===== src/rtl/sip_pkg.sv =====
package sip_pkg;
  // Control-to-datapath strobes
  typedef struct packed {
    logic capture;   // strobe falling edge seen this cycle
    logic readDone;  // host read pulse ended this cycle
  } ctlStrobes_t;
endpackage


===== src/rtl/sip_datapath.sv =====
module sip_datapath
  import sip_pkg::*;
#(
  parameter int DATA_W = 8
) (
  input  logic              clk,
  input  logic              rstN,
  input  ctlStrobes_t       strb,
  input  logic [DATA_W-1:0] portPins,
  output logic [DATA_W-1:0] rdData
);
  logic [DATA_W-1:0] dataLatch;

  always_ff @(posedge clk) begin
    if (!rstN)             dataLatch <= '0;
    else if (strb.capture) dataLatch <= portPins;
  end

  assign rdData = dataLatch;


  capture_loads_chk: assert property (@(posedge clk) disable iff (!rstN)
    strb.capture |=> (rdData == $past(portPins)));


  hold_without_capture_chk: assert property (@(posedge clk) disable iff (!rstN)
    (!strb.capture && $past(rstN)) |=> $stable(rdData));
endmodule


===== src/rtl/sip_ctrl.sv =====
module sip_ctrl
  import sip_pkg::*;
#(
  parameter int CMD_W      = 3,
  parameter int ENABLE_BIT = 4
) (
  input  logic             clk,
  input  logic             rstN,
  input  logic             stbN,
  input  logic             rdEn,
  input  logic             cmdWr,
  input  logic [CMD_W-1:0] cmdBit,
  input  logic             cmdVal,
  output ctlStrobes_t      strb,
  output logic             ibf,
  output logic             irq,
  output logic             overrun
);
  localparam logic [CMD_W-1:0] EnSel = CMD_W'(ENABLE_BIT);

  logic stbPrev, rdPrev, fullReg, ovrReg, inteReg;
  logic enCmd;

  assign strb.capture  = stbPrev & ~stbN;
  assign strb.readDone = rdPrev & ~rdEn;
  assign enCmd         = cmdWr && (cmdBit == EnSel);

  always_ff @(posedge clk) begin
    if (!rstN) begin
      stbPrev <= 1'b1;
      rdPrev  <= 1'b0;
      fullReg <= 1'b0;
      ovrReg  <= 1'b0;
      inteReg <= 1'b0;
    end else begin
      stbPrev <= stbN;
      rdPrev  <= rdEn;
      if (strb.capture) begin
        fullReg <= 1'b1;
        if (fullReg) ovrReg <= 1'b1;
      end else if (strb.readDone) begin
        fullReg <= 1'b0;
      end
      if (enCmd) inteReg <= cmdVal;
    end
  end

  assign ibf     = fullReg;
  assign overrun = ovrReg;
  assign irq     = stbN & fullReg & inteReg & ~rdEn;


  full_after_capture_chk: assert property (@(posedge clk) disable iff (!rstN)
    strb.capture |=> ibf);


  full_clears_on_read_end_chk: assert property (@(posedge clk) disable iff (!rstN)
    (strb.readDone && !strb.capture) |=> !ibf);


  overrun_sticky_chk: assert property (@(posedge clk) disable iff (!rstN)
    overrun |=> overrun);


  overrun_source_chk: assert property (@(posedge clk) disable iff (!rstN)
    (strb.capture && ibf) |=> overrun);


  no_irq_in_read_chk: assert property (@(posedge clk) disable iff (!rstN)
    rdEn |-> !irq);


  enable_clear_chk: assert property (@(posedge clk) disable iff (!rstN)
    (enCmd && !cmdVal) |=> !irq);
endmodule


===== src/rtl/strobed_in_port.sv =====
module strobed_in_port #(
  parameter int DATA_W     = 8,
  parameter int CMD_W      = 3,
  parameter int ENABLE_BIT = 4
) (
  input  logic              clk,
  input  logic              rstN,
  input  logic [DATA_W-1:0] portPins,
  input  logic              stbN,
  input  logic              rdEn,
  input  logic              cmdWr,
  input  logic [CMD_W-1:0]  cmdBit,
  input  logic              cmdVal,
  output logic [DATA_W-1:0] rdData,
  output logic              ibf,
  output logic              irq,
  output logic              overrun
);
  sip_pkg::ctlStrobes_t strb;

  sip_ctrl #(.CMD_W(CMD_W), .ENABLE_BIT(ENABLE_BIT)) ctrl_i (
    .clk(clk), .rstN(rstN), .stbN(stbN), .rdEn(rdEn),
    .cmdWr(cmdWr), .cmdBit(cmdBit), .cmdVal(cmdVal),
    .strb(strb), .ibf(ibf), .irq(irq), .overrun(overrun)
  );

  sip_datapath #(.DATA_W(DATA_W)) dp_i (
    .clk(clk), .rstN(rstN), .strb(strb),
    .portPins(portPins), .rdData(rdData)
  );


  reset_state_chk: assert property (@(posedge clk)
    !rstN |=> (rdData == '0 && !ibf && !overrun && !irq));
endmodule


===== config.mk =====
export PLATFORM = sky130hd
export DESIGN_NAME = strobed_in_port
export DESIGN_NICKNAME = d
export VERILOG_FILES = /design/src/rtl/sip_pkg.sv /design/src/rtl/sip_datapath.sv /design/src/rtl/sip_ctrl.sv /design/src/rtl/strobed_in_port.sv
export SDC_FILE = /design/constraint.sdc
export NUM_CORES = 1
export LEC_CHECK = 0
export CAP_MARGIN = 20
export CORE_MARGIN = 2
export CORE_UTILIZATION = 37
export CTS_BUF_LIST = sky130_fd_sc_hd__clkbuf_8
export DETAILED_ROUTE_END_ITERATION = 7
export GPL_ROUTABILITY_DRIVEN = 1
export GPL_TIMING_DRIVEN = 0
export PLACE_DENSITY_LB_ADDON = 0.08
export SLEW_MARGIN = 10
export SYNTH_ARGS = -nofsm -noshare
export SYNTH_HDL_FRONTEND = slang
export SYNTH_SLANG_ARGS = --single-unit
export TNS_END_PERCENT = 20

===== constraint.sdc =====
create_clock -name clk -period 1 [get_ports clk]
set_input_delay 0.1 -clock clk [delete_from_list [all_inputs] [get_ports clk]]
set_output_delay 0.1 -clock clk [all_outputs]
set_load 0.03 [all_outputs]

==> results.md, run 1 <==
* TritonCTS buffer count at 3
* Synthesis-to-layout area growth at 70.3%
* Share of Yosys cell area claimed by the top area cell type at about 54%
* Largest area contributor in the netlist: sky130_fd_sc_hd__dfxtp_1
* Vertical die dimension at 40.0 µm
* Number of placed instances, taps included at 95
* Endpoint kind of the worst setup timing path: primary output
* Post-synthesis average cell area at 8.90 µm²
* Net Sw Frac at roughly a quarter
* Fin crit share at 107%
* Fraction of final layout cells sized beyond drive strength 1 at 23.5%
* Layout Utilization at between 70% and 80%
* First-iteration detailed-routing DRC count at 2
* IO buf count at 27
* Number of global-route vias before repair at around 440
* Xor-xnor portion of the synthesized cell area at 0%
* Setup CP Type: register to primary output
* Share of the synthesized area in compound gates (AO/OA/AOI/OAI) at approximately 17%
* Flip-flop and latch count after synthesis at 13
* Total Negative Setup Slacks at -0.0675 ns
* Cell-internal power at just over 0.9 mW
* Crit path setup slack, layout at -0.0675 ns
* Post-synth design cell area at roughly 480 µm²
* Number of placement rows at 12
* Main combinational cell family by area after synthesis: simple AND/OR/NAND/NOR gates
* Maximum number of pins on one net before global-route repair at 11
* Master of the slowest instance on the critical path: sky130_fd_sc_hd__dfxtp_2
* Vias at 452
* Latest clock arrival within the worst-skew pair at around 0.24 ns
* Clock transition at path regs at roughly 0.06 ns
* Switching power at just under 0.3 mW
* Part of the Yosys area used for sequential elements at roughly 54%
* Htree depth at 1
* Largest fanout on the critical path at 4
* Power per unit of standard cell area at between 1000 and 1500 mW/mm²
* Req. time, crit path at 0.90 ns
* Reg-to-reg setup timing slack at ~0.11 ns
* Number of clock sinks at 13
* Portion of netlist area occupied by mux cells at 0%
* Outcome: complete, but fails checks
* Critical path launch point type: register
* Simple-gate area share of the yosys netlist at between 20 and 30%
* Number of I/O pins at 28
* Post-Route WL at around 1100 µm
* Post-Syn Instances at 54
* Final Critical Period at approximately 1.1 ns
* Routability congestion estimate at between 0.6 and 0.7
* Critical path, cell by cell: and4b_2 -> buf_6
* Sum of overflow across all layers after global routing at 0
* Post-route total power at 1.23 mW
* Starting density of the core at a little over 40%
* Number of detailed-routing iterations run before antenna repair at 2
* Pre-CTS WS at -0.606 ns
* Tightest Pin Transition at 0.329 ns
* Area of the core at around 0.0012 mm²
* Routed length per placed instance at roughly 11 µm
* CTS tree: yes
* Kind of path behind the tightest hold check: input port to register
* Data arrival time of the critical path at around 0.97 ns
* Worst path max stage delay at about 0.35 ns
* Setup clock skew after layout at ~0.0042 ns
* Remaining number of nets flagged by the antenna check after routing at 0
* Cell at the root of the clock tree: sky130_fd_sc_hd__clkbuf_8
* Highest achievable clock rate at ~0.94 GHz
* Largest voltage drop on the vdd net at approximately 0.00085 V
* Unrepaired setup endpoints after global routing: yes
* Overall die width at about 40 µm
* Number of maximum-capacitance violations at 0
* Full die area at 0.00160 mm²
* Post-route DRC violation count at 0
* Number of nets at the end of the flow at 103
* Total inserted antenna cells at 0
* Cells taking the most area after synthesis: sky130_fd_sc_hd__dfxtp_1, sky130_fd_sc_hd__nand2_1, sky130_fd_sc_hd__a21boi_1, sky130_fd_sc_hd__nand2b_1, sky130_fd_sc_hd__nor2b_1
* Part of the power in registers at 45.9%
* Worst slew margin at a little under 80%
* Nets in the synthesized netlist at between 70 and 80
* Global router's overall resource usage at between 10% and 20%
* Max-slew violation count at 0
* Hpwl dp at approximately 800 µm
* Logic gate share of total power at between 15 and 20%
* Via/cell ratio at between 4 and 5
* Arithmetic-cell share of the synthesized area counting full adders, half adders and majority gates at 0%
* Reported leakage power at approximately 0.33 nW
* Clock network fraction of design power at a little under two fifths
* Antenna violations before repair at 0
* Non-filler instance count after layout at 99
* Violated checks: negative setup slack
* Number of unique standard cell types used by synthesis at 15
* Count of final setup violators at 1
* Setup fix buffers added after clock tree synthesis at 0
* Total count of hold-check failures in the final report at 0
* Worst-case clock buffer depth at 2
* First-pass GRT wire length at ~1700 µm
* Count of warnings emitted by yosys at 0
## metal layers
metal / part of all wire (%) / vias up / global-route usage, % / routed length [µm]
met4: 0 / 0 / 7.76 / 0
met1: 43 / 197 / 16.7 / 464
li1: - / 237 / - / -
met2: 51 / 18 / 30.6 / 554
met5: 0 / - / 0 / 0
met3: 6.2 / 0 / 5.56 / 67
## Yosys cell counts
cell type	count
sky130_fd_sc_hd__a21boi_0	1
sky130_fd_sc_hd__a21boi_1	8
sky130_fd_sc_hd__a21oi_1	1
sky130_fd_sc_hd__and2_1	1
sky130_fd_sc_hd__and4b_1	1
sky130_fd_sc_hd__buf_2	2
sky130_fd_sc_hd__clkbuf_1	1
sky130_fd_sc_hd__dfxtp_1	13
sky130_fd_sc_hd__inv_1	1
sky130_fd_sc_hd__nand2_1	17
sky130_fd_sc_hd__nand2b_1	2
sky130_fd_sc_hd__nand3_1	1
sky130_fd_sc_hd__nor2b_1	2
sky130_fd_sc_hd__nor4bb_1	1
sky130_fd_sc_hd__o21ai_0	2
## worst paths after layout
check	depth (start not counted)	endpoint	from
hold reg to reg	2	dp_i.rdData[1]	dp_i.rdData[1]
hold / removal	2	ctrl_i.rdPrev	rdEn
setup reg to reg	4	ctrl_i.overrun	ctrl_i.stbPrev
setup / recovery	2	irq	ctrl_i.ibf
## critical path: cells and delay by family, from the launching register on
family | cells | cell delay, ns
buffers and inverters | 1 | 0.13
DFF | 1 | 0.35
and+or+nand+nor | 1 | 0.25
## cells in the final DEF (no fill, tap or decap), types with 3 or more instances in the layout
cell / synthesis / final
sky130_fd_sc_hd__a21boi_1: 8 / 8
sky130_fd_sc_hd__clkdlybuf4s50_1: 0 / 14
sky130_fd_sc_hd__dfxtp_1: 13 / 12
sky130_fd_sc_hd__buf_2: 2 / 3
sky130_fd_sc_hd__clkbuf_8: 0 / 3
sky130_fd_sc_hd__nand2_1: 17 / 17
sky130_fd_sc_hd__clkdlybuf4s15_2: 0 / 7
## per-stage QoR
step | hold slack [ns] | instance area, µm²
after floorplan | 0.173 | 482
after global placement | 0.440 | 769
after detailed placement | 0.450 | 769
after CTS | 0.243 | 830
after global routing | 0.264 | 818
final | 0.252 | 818
## power groups by stage
stage          Sequential (mW)  Clock, mW  Combinational, mW
6_report                 0.562      0.452              0.211
5_1_grt                  0.565      0.485              0.230
4_1_cts                  0.563      0.466              0.215
3_5_place_dp             0.573          0              0.222
3_3_place_gp             0.572          0              0.220
2_1_floorplan            0.617          0             0.0543
## repair_timing
item,CTS,global route
hold buffers,0,0
setup endpoints to repair,13,6
gates resized for setup,41,7
## sequential cells by signal, summed over array words and instances, names as in the netlist
| signal | count |
|---|---|
| ctrl_i.ibf | 1 |
| dp_i.rdData | 8 |
| ctrl_i.rdPrev | 1 |
| ctrl_i.overrun | 1 |
| ctrl_i.stbPrev | 1 |
| ctrl_i.inteReg | 1 |
## cell families (layout without fill, tap and decap cells)
group | count (synthesis) | in the layout
buffers and inverters | 4 | 35
AND/OR/NAND/NOR | 25 | 25
AO/OA/AOI/OAI | 12 | 12
flip-flops | 13 | 13
## area by class of cell
cell class	count	area (µm²)
plain buffers	3	17.5
repair buffers	27	268
well taps	14	17.5
inverters	1	3.75
flip-flops and latches	13	262
multi-input cells	37	204
clock inverters	1	5.00
clock buffers	3	41.3
fillers	98	338
Power figures use the tool's default switching activity.
==> run 2, diff against run 1 <==
--- a/config.mk
+++ b/config.mk
@@ -6,15 +6,16 @@
 export NUM_CORES = 1
 export LEC_CHECK = 0
 export CAP_MARGIN = 20
-export CORE_MARGIN = 2
-export CORE_UTILIZATION = 37
+export CORE_AREA = 2 2 39 41
 export CTS_BUF_LIST = sky130_fd_sc_hd__clkbuf_8
 export DETAILED_ROUTE_END_ITERATION = 7
+export DIE_AREA = 0 0 41 43
 export GPL_ROUTABILITY_DRIVEN = 1
 export GPL_TIMING_DRIVEN = 0
 export PLACE_DENSITY_LB_ADDON = 0.08
 export SLEW_MARGIN = 10
 export SYNTH_ARGS = -nofsm -noshare
 export SYNTH_HDL_FRONTEND = slang
+export SYNTH_HIERARCHICAL = 1
 export SYNTH_SLANG_ARGS = --single-unit
 export TNS_END_PERCENT = 20
==> results.md, run 2 <==
* Max-slew violation count at 0
* Maximum number of pins on one net before global-route repair at 15
* Logic gate share of total power at 18.7%
* Clock network fraction of design power at a little over a third
* First-iteration detailed-routing DRC count at 0
* Latest clock arrival within the worst-skew pair at approximately 0.24 ns
* Fin crit share at 103%
* Number of global-route vias before repair at approximately 400
* Critical path, cell by cell: and4b_2 -> buf_6
* Area of the core at approximately 0.0014 mm²
* Final Critical Period at between 1 and 1.5 ns
* Fraction of registers with async set or reset after synthesis at 0%
* Synthesis-to-layout area growth at 71.4%
* TritonCTS buffer count at 3
* Pre-CTS WS at -0.576 ns
* Post-synthesis average cell area at between 10 and 15 µm²
* Post-synth design cell area at approximately 490 µm²
* Switching power at roughly 0.29 mW
* Number of clock sinks at 13
* Total inserted antenna cells at 0
* Kind of path behind the tightest hold check: input port to register
* Antenna violations before repair at 0
* Req. time, crit path at ~0.9 ns
* Largest register FFs at 8
* First-pass GRT wire length at 1550 µm
* Cell-internal power at about 0.95 mW
* Setup clock skew after layout at 0.00154 ns
* Endpoint kind of the worst setup timing path: primary output
* Vias at between 400 and 500
* Routed length per placed instance at about 11 µm
* Number of I/O pins at 28
* Setup fix buffers added after clock tree synthesis at 0
* Worst slew margin at about three quarters
* Setup CP Type: register to primary output
* Largest fanout on the critical path at 4
* Tightest Pin Transition at ~0.39 ns
* Reported leakage power at roughly 0.34 nW
* IO buf count at 27
* Top cell types by occurrence after synthesis: sky130_fd_sc_hd__dfxtp_1, sky130_fd_sc_hd__nor2b_1, sky130_fd_sc_hd__mux2i_1
* Count of final setup violators at 3
* Highest achievable clock rate at 0.972 GHz
* Post-route cell area at 841 µm²
* Outcome: complete, but fails checks
* Number of placement rows at 14
* Number of detailed-routing iterations run before antenna repair at 1
* Global router's overall resource usage at between 10 and 15%
* Fraction of final layout cells sized beyond drive strength 1 at between 20% and 30%
* Hpwl dp at 687 µm
* Number of nets at the end of the flow at approximately 90
* Remaining number of nets flagged by the antenna check after routing at 0
* Cells taking the most area after synthesis: sky130_fd_sc_hd__dfxtp_1, sky130_fd_sc_hd__mux2i_1, sky130_fd_sc_hd__nor2b_1, sky130_fd_sc_hd__and4bb_1, sky130_fd_sc_hd__buf_6
* Post-route DRC violation count at 0
* Worst-case clock buffer depth at 2
* Crit path setup slack, layout at -0.0286 ns
* Master of the slowest instance on the critical path: sky130_fd_sc_hd__dfxtp_2
* Largest area contributor in the netlist: sky130_fd_sc_hd__dfxtp_1
* Count of flip-flops with a built-in enable after synthesis at 0
* Worst path max stage delay at around 0.34 ns
* Filler instances at about 140
* Total count of hold-check failures in the final report at 0
* Top library cells by usage in the layout, fill and taps aside: sky130_fd_sc_hd__clkdlybuf4s50_1, sky130_fd_sc_hd__nor2b_1, sky130_fd_sc_hd__dfxtp_1, sky130_fd_sc_hd__clkdlybuf4s15_2, sky130_fd_sc_hd__mux2i_1
* Part of the power in registers at between 40% and 50%
* Most common cell after layout, fill and taps aside: sky130_fd_sc_hd__clkdlybuf4s50_1
* Clock transition at path regs at about 0.05 ns
* Violated checks: negative setup slack
* Flip-flop and latch count after synthesis at 13
* Non-filler instance count after layout at 90
* Starting density of the core at a little over a third
* Via/cell ratio at around 4.6
* Net Sw Frac at between 20% and 30%
* Share of Yosys cell area claimed by the top area cell type at approximately 53%
* Area after detailed placement at just under 800 µm²
* Full die area at 0.00176 mm²
* Sum of overflow across all layers after global routing at 0
* Number of maximum-capacitance violations at 0
* CTS tree: yes
* Vertical die dimension at ~43 µm
* Htree depth at 1
* Count of warnings emitted by yosys at 6
* Critical path launch point type: register
* Number of unique standard cell types used by synthesis at 14
* Overall die width at between 40 and 50 µm
* Cell with the most instances after synthesis: sky130_fd_sc_hd__dfxtp_1
* Unrepaired setup endpoints after global routing: yes
* Largest voltage drop on the vdd net at 0.000877 V
* Cell at the root of the clock tree: sky130_fd_sc_hd__clkbuf_8
* Data arrival time of the critical path at roughly 0.93 ns
* Part of the Yosys area used for sequential elements at between 50% and 60%
* Number of placed instances, taps included at 86
* Post-Syn Instances at 43
* Power per unit of standard cell area at approximately 1500 mW/mm²
* Routability congestion estimate at 0.643
* Post-Route WL at 953 µm
* Top_reg_cell synth: sky130_fd_sc_hd__dfxtp_1
* Nets in the synthesized netlist at 60
[run 2: cell types whose count changed after synthesis, moves of 2 or more]
cell | before | now
sky130_fd_sc_hd__nor2b_1 | 2 | 11
sky130_fd_sc_hd__a21boi_1 | 8 | 0
sky130_fd_sc_hd__mux2i_1 | 0 | 8
sky130_fd_sc_hd__nand2_1 | 17 | 1
sky130_fd_sc_hd__buf_2 | 2 | 0
sky130_fd_sc_hd__o21ai_0 | 2 | 0
[run 2: cells by family (layout without fill, tap and decap cells)]
family	Yosys count	count (layout)	share of synthesized area, %
mux	8	8	16.3
flops	13	13	53.1
compound gates	3	3	3.57
buf+inv	1	32	2.30
simple gates	18	18	24.7
[run 2: critical path, delay by kind of cell, from the launching register on]
family / cells / cell delay (ns)
buffers and inverters: 1 / 0.13
flip-flops: 1 / 0.34
AND/OR/NAND/NOR: 1 / 0.22
[run 2: what timing repair did]
item,4_1_cts,5_1_grt
hold buffers,0,0
setup endpoints to repair,19,10
resized for setup,40,6
endpoints found under the hold margin,0,0
pin swaps,1,1
[run 2: final timing paths]
path                            slack [ns]  cells past startpoint              to            from
worst max-delay path                 -0.03                      2             irq      ctrl_i/ibf
worst min-delay path                  0.23                      2   ctrl_i/rdPrev            rdEn
worst max register to register       -0.01                      4  dp_i/rdData[0]  ctrl_i/stbPrev
worst min register to register        0.45                      2  ctrl_i/inteReg  ctrl_i/inteReg
[run 2: stage by stage]
stage	hold WS [ns]	utilization [%]	TNS [ns]	power [mW]
after CTS	0.229	60.9	-0.151	1.26
after detailed placement	0.453	56.5	-4.15	0.813
after global placement	0.447	56.5	-4.02	0.808
after global routing	0.276	60.8	-0.572	1.29
after floorplan	0.173	-	0	0.686
final	0.228	60.8	-0.0566	1.24
[run 2: power by group through the flow]
stage	registers, mW	logic [mW]	clock network, mW
floorplan	0.621	0.0650	0
global placement	0.572	0.237	0
detailed placement	0.573	0.240	0
CTS	0.563	0.233	0.465
global route	0.566	0.252	0.475
finish	0.563	0.232	0.447
[run 2: area by class of cell]
| cell class | count | area (µm²) | share of cell area, % |
|---|---|---|---|
| buffer | 1 | 15.0 | 1.79 |
| clock buffer | 3 | 41.3 | 4.91 |
| multi-input combinational | 29 | 229 | 27.2 |
| timing repair buffer | 27 | 269 | 32.0 |
| sequential | 13 | 263 | 31.3 |
| tap | 16 | 20.0 | 2.38 |
| clock inverter | 1 | 3.75 | 0.446 |
[run 2: layer usage]
layer	share of wire, %	up-vias	track usage (%)
li1	-	208	-
met1	43	183	15.5
met2	47	20	19.4
met3	9.9	0	3.66
met4	0	0	6.00
met5	0	-	0
==> run 3, diff against run 2 <==
--- a/config.mk
+++ b/config.mk
@@ -10,6 +10,7 @@
 export CTS_BUF_LIST = sky130_fd_sc_hd__clkbuf_8
 export DETAILED_ROUTE_END_ITERATION = 7
 export DIE_AREA = 0 0 41 43
+export DONT_BUFFER_PORTS = 1
 export GPL_ROUTABILITY_DRIVEN = 1
 export GPL_TIMING_DRIVEN = 0
 export PLACE_DENSITY_LB_ADDON = 0.08
==> constraint.sdc (replaced) <==
create_clock -name clk -period 1.3 [get_ports clk]
set_input_delay 0.13 -clock clk [delete_from_list [all_inputs] [get_ports clk]]
set_output_delay 0.13 -clock clk [all_outputs]
set_load 0.03 [all_outputs]
==> results.md, run 3 (synthesis gave the netlist of run 2 again) <==
* Outcome: completed
* Area of the core at 0.00138 mm²
* Clock network fraction of design power at 38.9%
* Total buffers and inverters traversed by the critical path at 0
* Worst reg2reg startpoint: ctrl_i/stbPrev
* Filler instances at around 140
* Pre-CTS WS at between 0.15 and 0.2 ns
* Global router's overall resource usage at a little under an eighth
* Routed length per placed instance at roughly 13 µm
* Max-slew violation count at 0
* Latest clock arrival within the worst-skew pair at between 0.2 and 0.25 ns
* Fin crit share at 90.5%
* Data arrival time of the critical path at between 1 and 1.5 ns
* Remaining number of nets flagged by the antenna check after routing at 0
* Reg-to-reg setup timing slack at 0.27 ns
* Total inserted antenna cells at 0
* Critical path, cell by cell: and4b_2
* Worst min-delay path startpoint: rstN
* Number of placement rows at 14
* CTS tree: yes
* Fraction of final layout cells sized beyond drive strength 1 at 14.3%
* Post-route cell area at between 500 and 600 µm²
* Worst slew margin at 77.9%
* Setup fix buffers added after clock tree synthesis at 0
* First-iteration detailed-routing DRC count at 0
* First-pass GRT wire length at 1340 µm
* Power per unit of standard cell area at between 1500 and 2000 mW/mm²
* Post-route total power at 0.872 mW
* Dominant delay contributor by cell family on the critical path: flip-flops
* Post-route DRC violation count at 0
* Count of final setup violators at 0
* Final Critical Period at around 1.2 ns
* Endpoint kind of the worst setup timing path: primary output
* Antenna violations before repair at 0
* Tightest Pin Transition at approximately 0.33 ns
* Highest achievable clock rate at 0.850 GHz
* Unrepaired setup endpoints after global routing: no
* Vertical die dimension at 43 µm
* Synthesis-to-layout area growth at 17.9%
* Logic gate share of total power at approximately 6.9%
* Number of detailed-routing iterations run before antenna repair at 1
* Number of I/O pins at 28
* Switching power at about 0.2 mW
* Vias at around 320
* Most common cell after layout, fill and taps aside: sky130_fd_sc_hd__dfxtp_1
* Number of global-route vias before repair at 339
* Largest voltage drop on the vdd net at between 0.0005 and 0.0006 V
* Capture point of the worst reg-to-reg path: dp_i/rdData[1]
* Hold-critical path depth at 1
* Htree depth at 1
* Req. time, crit path at 1.17 ns
* Top library cells by usage in the layout, fill and taps aside: sky130_fd_sc_hd__dfxtp_1, sky130_fd_sc_hd__nor2b_1, sky130_fd_sc_hd__mux2i_1, sky130_fd_sc_hd__clkbuf_8, sky130_fd_sc_hd__dlygate4sd3_1
* Crit path setup slack, layout at roughly 0.12 ns
* Number of maximum-capacitance violations at 0
* Full die area at 0.00176 mm²
* Reported leakage power at ~0.23 nW
* Part of the power in registers at a little over half
* Overall die width at 41 µm
* Clock transition at path regs at 0.05 ns
* TritonCTS buffer count at 3
* Routability congestion estimate at around 0.53
* Net Sw Frac at 23.4%
* Kind of path behind the tightest hold check: input port to register
* Via/cell ratio at a little under 5
* Total Negative Setup Slacks at 0 ns
* Setup CP Type: register to primary output
* Depth of the worst register-to-register path at 4
* Cell-internal power at roughly 0.67 mW
* Post-Route WL at 869 µm
* Maximum number of pins on one net before global-route repair at 15
* Worst path max stage delay at about 0.44 ns
* Starting density of the core at a little over a third
* Sum of overflow across all layers after global routing at 0
* Number of placed instances, taps included at between 50 and 60
* Worst hold slack across all endpoints at 0.0112 ns
* Setup clock skew after layout at about 0.0011 ns
* Largest register FFs at 8
* Number of nets at the end of the flow at 67
* Worst-case clock buffer depth at 2
* Master of the slowest instance on the critical path: sky130_fd_sc_hd__dfxtp_2
* Largest fanout on the critical path at 4
* Non-filler instance count after layout at 65
* Endpoint of the worst hold path: ctrl_i/ibf
* Number of clock sinks at 13
* Total count of hold-check failures in the final report at 0
* Cell at the root of the clock tree: sky130_fd_sc_hd__clkbuf_8
* Layout Utilization at 41.8%
* Critical path launch point type: register
* Area after detailed placement at just over 500 µm²
* IO buf count at 0
[run 3: cell types whose count changed in the layout (fill, tap and decap cells not counted), sizes merged]
cell	change
dlygate4sd3	+2
clkbuf	-1
clkdlybuf4s50	-14
buf	-2
dlygate4sd2	-2
clkdlybuf4s15	-8
[run 3: power groups by stage]
stage | combinational [mW] | clock, mW | sequential, mW
after global routing | 0.0676 | 0.388 | 0.477
after CTS | 0.0608 | 0.359 | 0.473
after global placement | 0.0530 | 0 | 0.481
after floorplan | 0.0500 | 0 | 0.478
after detailed placement | 0.0563 | 0 | 0.481
final | 0.0597 | 0.339 | 0.473
[run 3: routing by layer]
layer	global-route usage, %	vias up	wire, µm
met5	0	-	0
met4	8.00	0	0
met3	5.24	0	98
met2	18.8	22	427
met1	11.7	144	342
li1	-	156	-
[run 3: timing repair]
item | CTS | global route
endpoints found under the hold margin | 1 | 0
hold buffers | 2 | 0
resized for setup | 2 | 0
setup endpoints to repair | 1 | 0
[run 3: cell type report]
| type | count | area [µm²] | area share, % |
|---|---|---|---|
| buffer | 1 | 11.3 | 1.95 |
| sequential | 13 | 262 | 45.2 |
| multi-input combinational | 29 | 220 | 38.1 |
| clock buffer | 3 | 41.3 | 7.14 |
| timing repair buffer | 2 | 20.0 | 3.46 |
| tap | 16 | 20.0 | 3.46 |
| clock inverter | 1 | 3.75 | 0.649 |
[run 3: how the worst max path moves through the flow]
stage	from	slack (ns)	endpoint	cells past startpoint
2_1_floorplan	ctrl_i/ibf	0.24	irq	1
3_3_place_gp	ctrl_i/ibf	0.21	irq	1
3_5_place_dp	ctrl_i/ibf	0.20	irq	1
4_1_cts	ctrl_i/ibf	0.11	irq	1
5_1_grt	ctrl_i/ibf	0.09	irq	1
6_report	ctrl_i/ibf	0.12	irq	1
